$ cat config.mk
export PLATFORM = sky130hd
export DESIGN_NAME = poll_read_path
export DESIGN_NICKNAME = d
export VERILOG_FILES = /design/src/rtl/poll_pkg.sv /design/src/rtl/pr_select_edge.sv /design/src/rtl/pr_toggle.sv /design/src/rtl/pr_read_mux.sv /design/src/rtl/poll_read_path.sv
export SDC_FILE = /design/constraint.sdc
export NUM_CORES = 1
export LEC_CHECK = 0
export BUFFER_PORTS_ARGS = -buffer_cell sky130_fd_sc_hd__buf_2
export CORE_AREA = 2 2 39 41
export CTS_BUF_LIST = sky130_fd_sc_hd__clkbuf_4 sky130_fd_sc_hd__clkbuf_8 sky130_fd_sc_hd__clkbuf_16
export DETAILED_ROUTE_END_ITERATION = 12
export DIE_AREA = 0 0 41 43
export PLACE_DENSITY = 0.79
export SETUP_SLACK_MARGIN = 0.1
export SYNTH_ARGS = -nofsm -noshare
export SYNTH_HDL_FRONTEND = slang
export SYNTH_HIERARCHICAL = 1
export SYNTH_SLANG_ARGS = --single-unit
$ cat constraint.sdc
create_clock -name clk -period 3 [get_ports clk]
set_clock_uncertainty 0.15 [all_clocks]
set_input_delay 0.3 -clock clk [delete_from_list [all_inputs] [get_ports clk]]
set_output_delay 0.3 -clock clk [all_outputs]
set_load 0.005 [all_outputs]
$ cat src/rtl/poll_pkg.sv
// Shared types for the polling read path.
// Assumes: one data byte per access; the status bits sit at the top of the word.
package poll_pkg;
    typedef enum logic [1:0] {
        SRC_OFF    = 2'd0,
        SRC_ARRAY  = 2'd1,
        SRC_IDENT  = 2'd2,
        SRC_STATUS = 2'd3
    } rd_src_e;
endpackage

$ cat src/rtl/pr_select_edge.sv
// Decodes the read-access condition and flags the first cycle of each access.
// Assumes: the strobes are already synchronous to clk.
module pr_select_edge (
    input  logic clk,
    input  logic rst_n,
    input  logic cs_n,
    input  logic oe_n,
    input  logic we_n,
    output logic access,
    output logic access_start
);
    logic access_q;

    // Access condition: both selects low and no write in progress.
    always_comb access = !cs_n && !oe_n && we_n;

    // Remember the previous cycle's access condition.
    always_ff @(posedge clk) begin
        if (!rst_n) access_q <= 1'b0;
        else        access_q <= access;
    end

    // A new access is the inactive-to-active transition.
    always_comb access_start = access && !access_q;
endmodule

$ cat src/rtl/pr_toggle.sv
// Toggle-bit state: inverts once per new access while the program period runs.
// Assumes: access_start is high for exactly one cycle per access.
module pr_toggle (
    input  logic clk,
    input  logic rst_n,
    input  logic busy,
    input  logic access_start,
    output logic tog_next
);
    logic tog_q;

    // Next toggle value, which the output register sees in the same cycle.
    always_comb tog_next = (busy && access_start) ? !tog_q : tog_q;

    // Hold the toggle state; reset to zero.
    always_ff @(posedge clk) begin
        if (!rst_n) tog_q <= 1'b0;
        else        tog_q <= tog_next;
    end
endmodule

$ cat src/rtl/pr_read_mux.sv
// Chooses the read source and registers the result.
// Assumes: DATA_W >= 3 so that the two status bits and a zero field all fit.
module pr_read_mux
    import poll_pkg::*;
#(
    parameter int DATA_W = 8
) (
    input  logic              clk,
    input  logic              rst_n,
    input  logic              access,
    input  logic              busy,
    input  logic              id_sel,
    input  logic              tog_next,
    input  logic [DATA_W-1:0] last_byte,
    input  logic [DATA_W-1:0] array_data,
    input  logic [DATA_W-1:0] id_data,
    output logic              rd_valid,
    output logic [DATA_W-1:0] rd_data
);
    localparam int POLL_BIT = DATA_W - 1;
    localparam int TOG_BIT  = DATA_W - 2;

    rd_src_e           src;
    logic [DATA_W-1:0] status_word;
    logic [DATA_W-1:0] data_next;

    // Pick the source for this cycle.
    always_comb begin
        if (!access)     src = SRC_OFF;
        else if (busy)   src = SRC_STATUS;
        else if (id_sel) src = SRC_IDENT;
        else             src = SRC_ARRAY;
    end

    // Build the status word: inverted poll bit, toggle bit, zeros below.
    always_comb begin
        status_word           = '0;
        status_word[POLL_BIT] = !last_byte[POLL_BIT];
        status_word[TOG_BIT]  = tog_next;
    end

    // Read data multiplexer.
    always_comb begin
        case (src)
            SRC_STATUS: data_next = status_word;
            SRC_IDENT:  data_next = id_data;
            SRC_ARRAY:  data_next = array_data;
            default:    data_next = '0;
        endcase
    end

    // Output registers.
    always_ff @(posedge clk) begin
        if (!rst_n) begin
            rd_valid <= 1'b0;
            rd_data  <= '0;
        end else begin
            rd_valid <= (src != SRC_OFF);
            rd_data  <= data_next;
        end
    end
endmodule

$ cat src/rtl/poll_read_path.sv
// Top of the polling read path: access decode, toggle state and data mux.
// Assumes: all inputs are synchronous to clk; busy covers the whole program period.
module poll_read_path #(
    parameter int DATA_W = 8
) (
    input  logic              clk,
    input  logic              rst_n,
    input  logic              cs_n,
    input  logic              oe_n,
    input  logic              we_n,
    input  logic              busy,
    input  logic [DATA_W-1:0] last_byte,
    input  logic [DATA_W-1:0] array_data,
    input  logic              id_sel,
    input  logic [DATA_W-1:0] id_data,
    output logic              rd_valid,
    output logic [DATA_W-1:0] rd_data
);
    logic access;
    logic access_start;
    logic tog_next;

    pr_select_edge u_edge (
        .clk          (clk),
        .rst_n        (rst_n),
        .cs_n         (cs_n),
        .oe_n         (oe_n),
        .we_n         (we_n),
        .access       (access),
        .access_start (access_start)
    );

    pr_toggle u_tog (
        .clk          (clk),
        .rst_n        (rst_n),
        .busy         (busy),
        .access_start (access_start),
        .tog_next     (tog_next)
    );

    pr_read_mux #(.DATA_W(DATA_W)) u_mux (
        .clk        (clk),
        .rst_n      (rst_n),
        .access     (access),
        .busy       (busy),
        .id_sel     (id_sel),
        .tog_next   (tog_next),
        .last_byte  (last_byte),
        .array_data (array_data),
        .id_data    (id_data),
        .rd_valid   (rd_valid),
        .rd_data    (rd_data)
    );
endmodule

Word-level counts from Yosys, hierarchy flattened:

Cells that the tools add are included.

* equal/unequal tests: 3
* shift-type cells: 0
* div/mod/pow operators: 0
* multiplexer cells: 5
* reductions and logical operators: 10
* multipliers: 0
* add/sub/neg operators: 0
* magnitude comparators: 0
* bitwise gates (word level): 0

Operator list (number)
* one-hot mux 8 bit (3 select lines): 1
* 2-to-1 mux 2 bit: 3
* logical NOT 1 bit: 5
* equality test 2 bit (second input constant): 2
* logical AND 1 bit: 4
* equality test 2 x 1 -> 1 bit (second input constant): 1
* nonzero test 2 bit: 1
* 2-to-1 mux 1 bit: 1

* flip-flop bits (word level): 11
* memories kept: 0
* bits in latches: 0
* bits in writable memories: 0
* output and inout port bits: 9
* logic and storage cells: 22
* bits in read-only memories: 0

Logic depth before layout (Yosys ltp):

Gate-level depths: netlist (run 1).

* depth after elaboration: 7
* depth in mapped cells: 5

Hierarchy:

The synthesis (run 1) kept the hierarchy.

Modules (own cells, without submodules)
* pr_read_mux: sequential area each 180.2 sq um, instances 1, area each 347.8 sq um, cells each 30
* pr_select_edge: sequential area each 20.0 sq um, instances 1, area each 55.1 sq um, cells each 4
* pr_toggle: sequential area each 20.0 sq um, instances 1, area each 52.6 sq um, cells each 6

Worst setup path before layout (run 1):

OpenSTA, ideal clock, no wires.

* path kind: input-to-reg
* start: input port oe_n
* end: register u_mux.rd_data[6]
* path slack: 1720 ps
* path buffers: 0
* data required time: 2734 ps
* data arrival time: 1014 ps
* stages: 5
* library setup time: 116 ps
* path through: nor4b_2 > nand2_1 > xnor2_1 > nand2b_1 > o211a_1

* cells in the longest elaborated chain, start to end: 7
* elaborated cells on any way between the ends: 11
* classes of those cells: 3 x eq/ne; 3 x mux; 5 x reduce/logical

Ends and longest elaborated chain
* from (decl): line poll_read_path.sv:9 `input logic oe_n,`
* logical NOT 1 bit: line pr_select_edge.sv:15 `always_comb access = !cs_n && !oe_n && we_n;`
* logical AND 1 bit (2 in a row): line pr_select_edge.sv:15
* logical AND 1 bit: line pr_select_edge.sv:24 `always_comb access_start = access && !access_q;`
* logical AND 1 bit: line pr_toggle.sv:13 `always_comb tog_next = (busy && access_start) ? !tog_q : tog_q;`
* 2-to-1 mux 1 bit: line pr_toggle.sv:13
* net tog_next: line poll_read_path.sv:21 `logic tog_next;`
* one-hot mux 8 bit (3 select lines): line pr_read_mux.sv:44 `case (src)`
* to (signal assigned): line pr_read_mux.sv:59 `rd_data <= data_next;`
* to (decl): line pr_read_mux.sv:18 `output logic [DATA_W-1:0] rd_data`

The timed path passes the listed nets, and every way through them passes these cells.
A chain may end at the register's enable or synchronous reset.

Worst setup path after layout (run 1):

* start: register u_edge.access_q
* end: register u_mux.rd_data[6]

* cells in the longest elaborated chain, start to end: 5

Ends and longest elaborated chain
* from (decl): line pr_select_edge.sv:12 `logic access_q;`
* from (signal assigned): line pr_select_edge.sv:20 `else access_q <= access;`
* logical NOT 1 bit: line pr_select_edge.sv:24
* logical AND 1 bit: line pr_select_edge.sv:24
* net access_start: line poll_read_path.sv:20 `logic access_start;`
* logical AND 1 bit: line pr_toggle.sv:13
* 2-to-1 mux 1 bit: line pr_toggle.sv:13
* net tog_next: line poll_read_path.sv:21
* one-hot mux 8 bit (3 select lines): line pr_read_mux.sv:44

The timed path passes the listed nets, and every way through them passes these cells.

==> impl_metrics.csv, run 1 <==
group,metric,value,unit
timing,slew_violations,0,
worst_setup_path,start_kind,"register",
worst_setup_path,arrival,1.28,ns
worst_setup_path,reg2reg_setup_slack,1.72,ns
placed_design,portBuffers,32,
worst_hold_path,hold_class,"in -> reg",
drt,drc,0,
clock_tree,clk_pin_slew,0.07,ns
drt,first_pass_iters,2,
timing,finalSetupViolCount,0,
floorplanning,die_h,43,um
global_route,grt_max_degree,9,
pwr,p_per_area,447,nW/um2
timing,fin_crit,1.28,ns
global_route,top_usage_layer,"met2",
layout,drive_gt1_frac,0.533,
timing,layout_setup_ws,1.72,ns
timing,min_period_over_period,0.427,
global_route,grt_pass1_vias,360,
synth,synthCells,40,
synth,synth_top_cell_by_area,"dfxtp_1",
layout,antennaDiodeCount,0,
job,drv_cap,0,
global_route,grt.total_usage,0.115,
floorplanning,boundaryPins,40,
worst_setup_path,worstPathMaxFanout,2,
drt,drt_iter0_drc,1,
synth,ys_warn_count,6,
worst_hold_path,min_from,"array_data[0]",
clock_tree,cts.path.max_buffers,2,
synth,yosysMostFrequentCell,"dfxtp_1",
synth,synth_commonest_cells,"dfxtp_1, mux2i_1, nor2_1",
layout,regArea,220,um2
worst_setup_path,r2r-end,"u_mux/rd_data[6]",
timing,fmax,0.780,GHz
drt,ant_nets,0,
synth,ys_seq_area_frac,0.484,
synth,ys.flop_type,"dfxtp_1",
timing,maxSlewHeadroom,0.832,
drt,vias,416,
worst_setup_path,timing.rr.start,"u_edge/access_q",
drt,viasPerCell,4.57,
placed_design,gp_congestion,0.515,
synth,syn_area_per_cell,11.4,um2
worst_setup_path,r2r_cells,5,
timing,hold_viol_final,0,
clock_tree,cts_tree,"built",
global_route,grt_overflow,0,
layout,nets,107,
layout,instances_no_fill,91,
synth,synth-edff-count,0,
clock_tree,post_cts_buffers,0,
timing,tns,0,ns
drt,wire_per_inst,9.85,um
placed_design,place_ws,1.54,ns
layout,finalCoreUtilization,0.473,
placed_design,post-dp-hpwl,754,um
layout,fillers,137,
clock_tree,cts_buffers,3,
clock_tree,cts.sinks,11,
worst_hold_path,min_path_cells,3,
outcome,status,"complete, no violations",
pwr,leakagePower,0.000368,uW
worst_setup_path,critPathKind,"reg -> reg",
synth,yosysTopAreaCellShare,0.484,
floorplanning,die_w,41,um
synth,syn-cell-area,455,um2
placed_design,dp_cells,87,
global_route,antenna_found_initial,0,
floorplanning,core,1380,um2
global_route,use_met1,0.113,
clock_tree,cts_hold_buf,0,
synth,synth_async_sr_flop_share,0,
synth,syn_nets,71,
worst_setup_path,crit_path_end_kind,"register",
synth,synthTopCellsByArea,"dfxtp_1, mux2i_1, mux2_4",
layout,syn2layout_area_growth,43.7,%
clock_tree,clk_latency,0.26,ns
timing,grt_setup_unrepaired,"false",
worst_setup_path,crit_required,3.00,ns
clock_tree,htree_num_levels,1,
clock_tree,post_cts_resized,0,
layout,multiInputGateArea,224,um2
synth,synth_seq_cells,11,
global_route,grt_util_met2,0.172,
floorplanning,rows,14,
floorplanning,die_area,1760,um2
floorplanning,start_util,0.329,
timing,tightest_slew,0.251,ns
global_route,use_met3,0.0628,
global_route,grt_pass1_wl,1320,um
drt,routed_wl,896,um
synth,netlist-cell-type-count,14,
worst_hold_path,holdPathEnd,"u_mux/rd_data[0]",
pwr,irDropWorstVdd,0.197,mV
clock_tree,root_buffer,"clkbuf_4",
==> through the flow <==
step           hold slack [ns]  instance area [um2]  total power [uW]
2_1_floorplan            0.292                  455               172
3_3_place_gp             0.325                  624               189
3_5_place_dp             0.341                  624               190
4_1_cts                  0.113                  654               298
5_1_grt                  0.123                  654               308
6_report                 0.120                  654               292
==> worst max path at each step <==
stage | from | endpoint | slack [ns] | cells after the start
after CTS | u_edge/access_q | u_mux/rd_data[6] | 1.70 | 5
after global routing | u_edge/access_q | u_mux/rd_data[6] | 1.65 | 5
final | u_edge/access_q | u_mux/rd_data[6] | 1.72 | 5
after detailed placement | oe_n | u_mux/rd_data[6] | 1.54 | 6
after floorplan | oe_n | u_mux/rd_data[6] | 1.72 | 5
after global placement | oe_n | u_mux/rd_data[6] | 1.55 | 6
==> power by group <==
part           switching (uW)  internal [uW]
Combinational            14.2           22.9
Sequential              0.920            149
Clock                    45.6           60.3
Total                    60.7            232
==> logic make-up after synthesis <==
group | Yosys count | synth area share
buf+inv | 1 | 0.0247
compound gates | 2 | 0.0440
simple gates | 16 | 0.209
xor+xnor | 1 | 0.0192
mux | 9 | 0.220
flops | 11 | 0.484
==> layout make-up <==
class | count | share of cell area
Tap cell | 16 | 0.0306
Sequential cell | 11 | 0.337
Multi-Input combinational cell | 28 | 0.342
Clock buffer | 4 | 0.0459
Timing Repair Buffer | 32 | 0.245
==> flip-flops by register name (all words and copies together) (netlist names) <==
| name | count |
|---|---|
| u_edge/access_q | 1 |
| u_mux/rd_data | 8 |
| u_mux/rd_valid | 1 |
| u_tog/tog_q | 1 |
==> placed cells by master, fill, tap and decap left out, drive strengths merged <==
cell	count
buf	32
and4bb	1
o211a	2
dfxtp	11
nand3b	1
nand2b	2
mux2i	7
mux2	2
nor2	6
nor3b	1
nand2	3
clkbuf	4
nor4b	1
xnor2	1
and2	1
==> worst max-delay path, cell delays in order, from the launching register on <==
cell and delay [ns]:
dfxtp_1 0.31, nor4b_2 0.20, nand2_1 0.13, xnor2_1 0.14, nand2b_1 0.14, o211a_1 0.11
==> per-layer routing <==
metal | routed length [um] | up-vias
met5 | 0 | -
met4 | 8 | 0
met3 | 118 | 2
met2 | 419 | 21
met1 | 349 | 184
li1 | - | 209
No activity file was read; power rests on OpenSTA's default activity.
==> run 2, diff against run 1 <==
Settings changed: ABC_AREA set to 1, CORE_AREA 2 2 39 41 to 2 2 41 43, DIE_AREA 0 0 41 43 to 0 0 43 45, PLACE_DENSITY 0.79 to 0.75.
Clock period 3 ns to 1.25 ns, I/O delays scaled along.
==> impl_metrics.csv, run 2 <==
group,metric,value,unit
outcome,status,"complete, no violations",
timing,finalSetupViolCount,0,
global_route,grt_pass1_wl,2040,um
worst_setup_path,start_kind,"register",
synth,synthCells,66,
floorplanning,rows,14,
layout,largest_reg_flops,8,
clock_tree,root_buffer,"clkbuf_4",
synth,netlist-cell-type-count,12,
timing,maxSlewHeadroom,0.832,
placed_design,post-dp-hpwl,944,um
drt,viasPerCell,4.60,
layout,instances_no_fill,133,
synth,synth_commonest_cells,"nand2_1, dfxtp_1, inv_1, nand4_1, a21oi_1",
layout,drive_gt1_frac,0.393,
layout,final_common_cell,"buf_2",
layout,antennaDiodeCount,0,
synth,ys_warn_count,6,
global_route,grt_max_degree,11,
worst_setup_path,crit_path_end_kind,"register",
timing,tightest_slew,0.251,ns
drt,vias,612,
drt,drt_iter0_drc,7,
floorplanning,core,1470,um2
floorplanning,boundaryPins,40,
job,drv_cap,0,
pwr,total_power,748,uW
drt,ant_nets,0,
synth,synth_top_cell_by_area,"dfxtp_1",
worst_setup_path,timing.rr.start,"u_edge/access_q",
worst_setup_path,reg2reg_setup_slack,0.12,ns
global_route,grt_pass1_vias,534,
worst_setup_path,critPathKind,"reg -> reg",
floorplanning,die_w,43,um
placed_design,dp_cells,115,
worst_hold_path,hold_class,"in -> reg",
clock_tree,clk_pin_slew,0.08,ns
timing,min_period_over_period,0.900,
layout,nets,149,
worst_setup_path,crit_required,1.24,ns
clock_tree,cts_buffers,3,
worst_hold_path,min_from,"id_data[3]",
placed_design,placed_area,681,um2
clock_tree,htree_num_levels,1,
synth,synth-edff-count,0,
timing,fmax,0.888,GHz
synth,ys_seq_area_frac,0.443,
synth,synth_seq_cells,11,
timing,grt_setup_unrepaired,"false",
placed_design,gp_congestion,0.790,
worst_hold_path,min_path_cells,3,
layout,fillers,154,
floorplanning,start_util,0.338,
synth,syn_area_per_cell,7.53,um2
pwr,irDropWorstVdd,0.538,mV
synth,synthTopCellsByArea,"dfxtp_1, nand4_1, nand2_1",
drt,first_pass_iters,4,
global_route,grt.total_usage,0.142,
pwr,leakagePower,0.000428,uW
floorplanning,die_area,1940,um2
timing,tns,0,ns
worst_setup_path,worstPathMaxFanout,2,
clock_tree,clk_latency,0.26,ns
global_route,grt_overflow,0,
floorplanning,die_h,45,um
layout,syn2layout_area_growth,72.8,%
drt,routed_wl,1350,um
worst_setup_path,r2r-end,"u_mux/rd_data[6]",
timing,fin_crit,1.13,ns
global_route,antenna_found_initial,0,
drt,wire_per_inst,10.2,um
synth,synth_async_sr_flop_share,0,
clock_tree,cts.path.max_buffers,2,
synth,yosysTopAreaCellShare,0.443,
timing,slew_violations,0,
synth,ys.flop_type,"dfxtp_1",
synth,syn-cell-area,497,um2
worst_setup_path,r2r_cells,6,
synth,syn_nets,97,
layout,final_cell_mix,"buf_2, dlygate4sd3_1, nand2_1",
worst_setup_path,arrival,1.12,ns
drt,drc,0,
placed_design,portBuffers,32,
clock_tree,cts_tree,"built",
worst_hold_path,holdPathEnd,"u_mux/rd_data[3]",
layout,stdcell_area,858,um2
clock_tree,cts.sinks,11,
timing,hold_viol_final,0,
layout,finalCoreUtilization,0.583,
pwr,p_per_area,872,nW/um2
synth,yosysMostFrequentCell,"nand2_1",
layout,regMostFlops,"u_mux/rd_data",
-- run 2: critical path, cell delays in order (launching register included) --
cell,delay [ns]
dfxtp_1,0.32
nor2_2,0.12
nand2_1,0.07
nand2_1,0.10
nand2_1,0.08
nand4_1,0.09
a21oi_1,0.07
-- run 2: per-stage QoR --
stage	worst slack [ns]	hold WS (ns)
3_3_place_gp	0.0553	0.215
6_report	0.124	0.00545
4_1_cts	0.144	0.00633
2_1_floorplan	0.240	0.0726
3_5_place_dp	0.0415	0.225
5_1_grt	0.106	0.0299
-- run 2: timing repair --
item	in CTS	in global routing
buffers inserted	0	0
gates resized for setup	0	2
hold buffers	14	0
endpoints found under the setup margin	0	1
hold endpoints to repair	10	0
-- run 2: worst max-delay path by stage --
stage,start,endpoint,depth (start not counted)
4_1_cts,u_edge/access_q,u_mux/rd_data[6],5
3_5_place_dp,oe_n,u_mux/rd_data[7],9
2_1_floorplan,oe_n,u_mux/rd_data[7],8
6_report,u_edge/access_q,u_mux/rd_data[6],6
5_1_grt,u_edge/access_q,u_mux/rd_data[6],6
3_3_place_gp,oe_n,u_mux/rd_data[6],9
-- run 2: where the power goes --
part	internal [uW]	switching (uW)
Sequential	356	1.72
Combinational	71.2	57.1
Clock	145	117
Total	572	176
-- run 2: kinds of logic after synthesis --
group	share of synthesized area
compound gates	0.0982
buf+inv	0.128
flops	0.443
simple gates	0.330
-- run 2: layout make-up --
cell class | instances | area [um2] | area share
clock buffers | 4 | 30.0 | 0.0350
inverters | 12 | 45.0 | 0.0525
multi-input cells | 41 | 220 | 0.257
flip-flops and latches | 11 | 220 | 0.257
well taps | 16 | 20.0 | 0.0233
repair buffers | 49 | 323 | 0.376
-- run 2: layer usage --
metal	share of wire	global-route usage	vias up
met4	0.015	0.0727	0
met2	0.49	0.264	19
met5	0	0	-
met3	0.057	0.0240	2
met1	0.43	0.156	270
li1	-	-	321
==> run 3, diff against run 2 <==
Settings changed: CORE_AREA 2 2 41 43 to 2 2 40 42, DIE_AREA 0 0 43 45 to 0 0 42 44, PLACE_DENSITY 0.75 to 0.78, REMOVE_ABC_BUFFERS set to 1, SKIP_LAST_GASP set to 1, SYNTH_HIERARCHICAL 1 to unset.
==> impl_metrics.csv, run 3 <==
group,metric,value,unit
floorplanning,boundaryPins,40,
synth,synth_commonest_cells,"nand2_1, dfxtp_1, a21oi_1",
floorplanning,start_util,0.345,
global_route,grt.total_usage,0.170,
timing,slew_violations,0,
floorplanning,die_area,1850,um2
clock_tree,cts.sinks,11,
floorplanning,die_w,42,um
timing,finalSetupViolCount,0,
synth,synth_async_sr_flop_share,0,
timing,grt_setup_unrepaired,"false",
timing,fin_crit,1.01,ns
drt,ant_nets,0,
placed_design,gp_congestion,0.722,
worst_setup_path,cpLargestDelayFamily,"simple AND/OR/NAND/NOR gates",
synth,synthCells,61,
synth,yosysMostFrequentCell,"nand2_1",
layout,nets,144,
clock_tree,root_buffer,"clkbuf_4",
clock_tree,post_cts_buffers,0,
worst_setup_path,cp_slowest_cell,"dfxtp_1",
global_route,grt_overflow,0,
timing,maxSlewHeadroom,0.822,
global_route,grt_pass1_vias,534,
clock_tree,htree_num_levels,1,
floorplanning,core,1420,um2
layout,final_cell_mix,"buf_2, nand2_1, dlygate4sd3_1",
placed_design,portBuffers,32,
synth,syn-cell-area,489,um2
worst_setup_path,arrival,1.02,ns
layout,largest_reg_flops,8,
synth,ys_seq_area_frac,0.450,
pwr,leakagePower,0.000414,uW
worst_setup_path,crit_required,1.26,ns
layout,drive_gt1_frac,0.420,
timing,min_period_over_period,0.811,
layout,regMostFlops,"u_mux.rd_data",
drt,wire_per_inst,10.8,um
pwr,irDropWorstVdd,0.404,mV
timing,tightest_slew,0.266,ns
synth,ys.flop_type,"dfxtp_1",
worst_setup_path,crit_path_end_kind,"register",
global_route,grt_pass1_wl,2240,um
worst_setup_path,critPathKind,"reg -> reg",
synth,yosysTopAreaCellShare,0.450,
synth,syn_area_per_cell,8.02,um2
job,drv_cap,0,
synth,synth-edff-count,0,
timing,fmax,0.987,GHz
pwr,p_per_area,882,nW/um2
clock_tree,clk_pin_slew,0.06,ns
drt,vias,563,
synth,netlist-cell-type-count,16,
clock_tree,clk_latency,0.26,ns
placed_design,post-dp-hpwl,965,um
outcome,status,"complete, no violations",
timing,hold_viol_final,0,
pwr,total_power,743,uW
global_route,antenna_found_initial,0,
layout,final_common_cell,"buf_2",
worst_setup_path,critPathMaxStageDelay,0.33,ns
clock_tree,cts_tree,"built",
drt,routed_wl,1380,um
worst_setup_path,crit_buf_inv,0,
drt,first_pass_iters,4,
synth,synth_seq_cells,11,
layout,antennaDiodeCount,0,
global_route,grt_max_degree,7,
worst_setup_path,path_cells,"nor2_4, nand3_1, nand2_1, nand2_1, nand2_1, a21oi_2",
timing,tns,0,ns
clock_tree,cts_buffers,3,
worst_setup_path,critPathMostFrequentCell,"nand2_1",
worst_hold_path,hold_class,"in -> reg",
synth,synthTopCellsByArea,"dfxtp_1, nand2_1, a21oi_1",
synth,synth_top_cell_by_area,"dfxtp_1",
floorplanning,rows,14,
floorplanning,die_h,44,um
layout,syn2layout_area_growth,72.1,%
worst_setup_path,start_kind,"register",
clock_tree,cts.path.max_buffers,2,
worst_setup_path,worstPathMaxFanout,2,
drt,drc,0,
drt,drt_iter0_drc,11,
synth,ys_warn_count,0,
drt,viasPerCell,4.40,
clock_tree,post_cts_resized,0,
-- run 3: metrics by stage --
| stage | cells | setup WS, ns | hold WS (ns) | area (um2) | utilization |
|---|---|---|---|---|---|
| floorplan | 61 | 0.276 | 0.118 | 489 | - |
| global route | 128 | 0.182 | 0.00995 | 842 | 0.593 |
| global placement | 112 | 0.135 | 0.219 | 692 | 0.488 |
| detailed placement | 112 | 0.117 | 0.224 | 692 | 0.488 |
| finish | 128 | 0.237 | 0.00909 | 842 | 0.593 |
| CTS | 128 | 0.234 | 0.00267 | 842 | 0.593 |
-- run 3: worst min-delay path, cell delays in order --
cell,delay (ns)
buf_2,0.10
clkinv_1,0.10
a21oi_2,0.05
-- run 3: final cells by class --
class | count | area (um2)
flip-flops and latches | 11 | 220
repair buffers | 47 | 303
multi-input cells | 43 | 243
well taps | 16 | 20.0
clock buffers | 4 | 30.0
fillers | 121 | 577
inverters | 7 | 26.3
-- run 3: cells by family (layout without fill, tap and decap cells) --
logic type             count (synthesis)  in the layout  share of synthesized area
AOI/OAI and AO/OA                      9              9                     0.0997
buffers and inverters                  7             58                     0.0537
DFF                                   11             11                      0.450
and+or+nand+nor                       34             34                      0.396
-- run 3: final timing paths --
| kind | from | endpoint | slack, ns | depth (start not counted) |
|---|---|---|---|---|
| min | rst_n | u_mux.rd_data[6] | 0.009 | 3 |
| max reg2reg | u_edge.access_q | u_mux.rd_data[6] | 0.24 | 6 |
| min reg2reg | u_tog.tog_q | u_tog.tog_q | 0.38 | 2 |
| max | u_edge.access_q | u_mux.rd_data[6] | 0.24 | 6 |
-- run 3: timing repair --
action / CTS / global route
endpoints found under the hold margin: 6 / 0
setup endpoints to repair: 0 / 0
hold buffers: 12 / 0
-- run 3: per-layer routing --
| metal | global-route usage | vias up | wire, um | share of wire |
|---|---|---|---|---|
| li1 | - | 302 | - | - |
| met1 | 0.178 | 234 | 578 | 0.42 |
| met2 | 0.306 | 23 | 674 | 0.49 |
| met3 | 0.0333 | 4 | 89 | 0.065 |
| met4 | 0.116 | 0 | 34 | 0.025 |
| met5 | 0 | - | 0 | 0 |
-- run 3: power breakdown --
group / internal (uW) / switching [uW] / total (uW)
Sequential: 356 / 2.10 / 358
Clock: 145 / 114 / 260
Combinational: 69.3 / 55.9 / 125
Total: 570 / 172 / 743
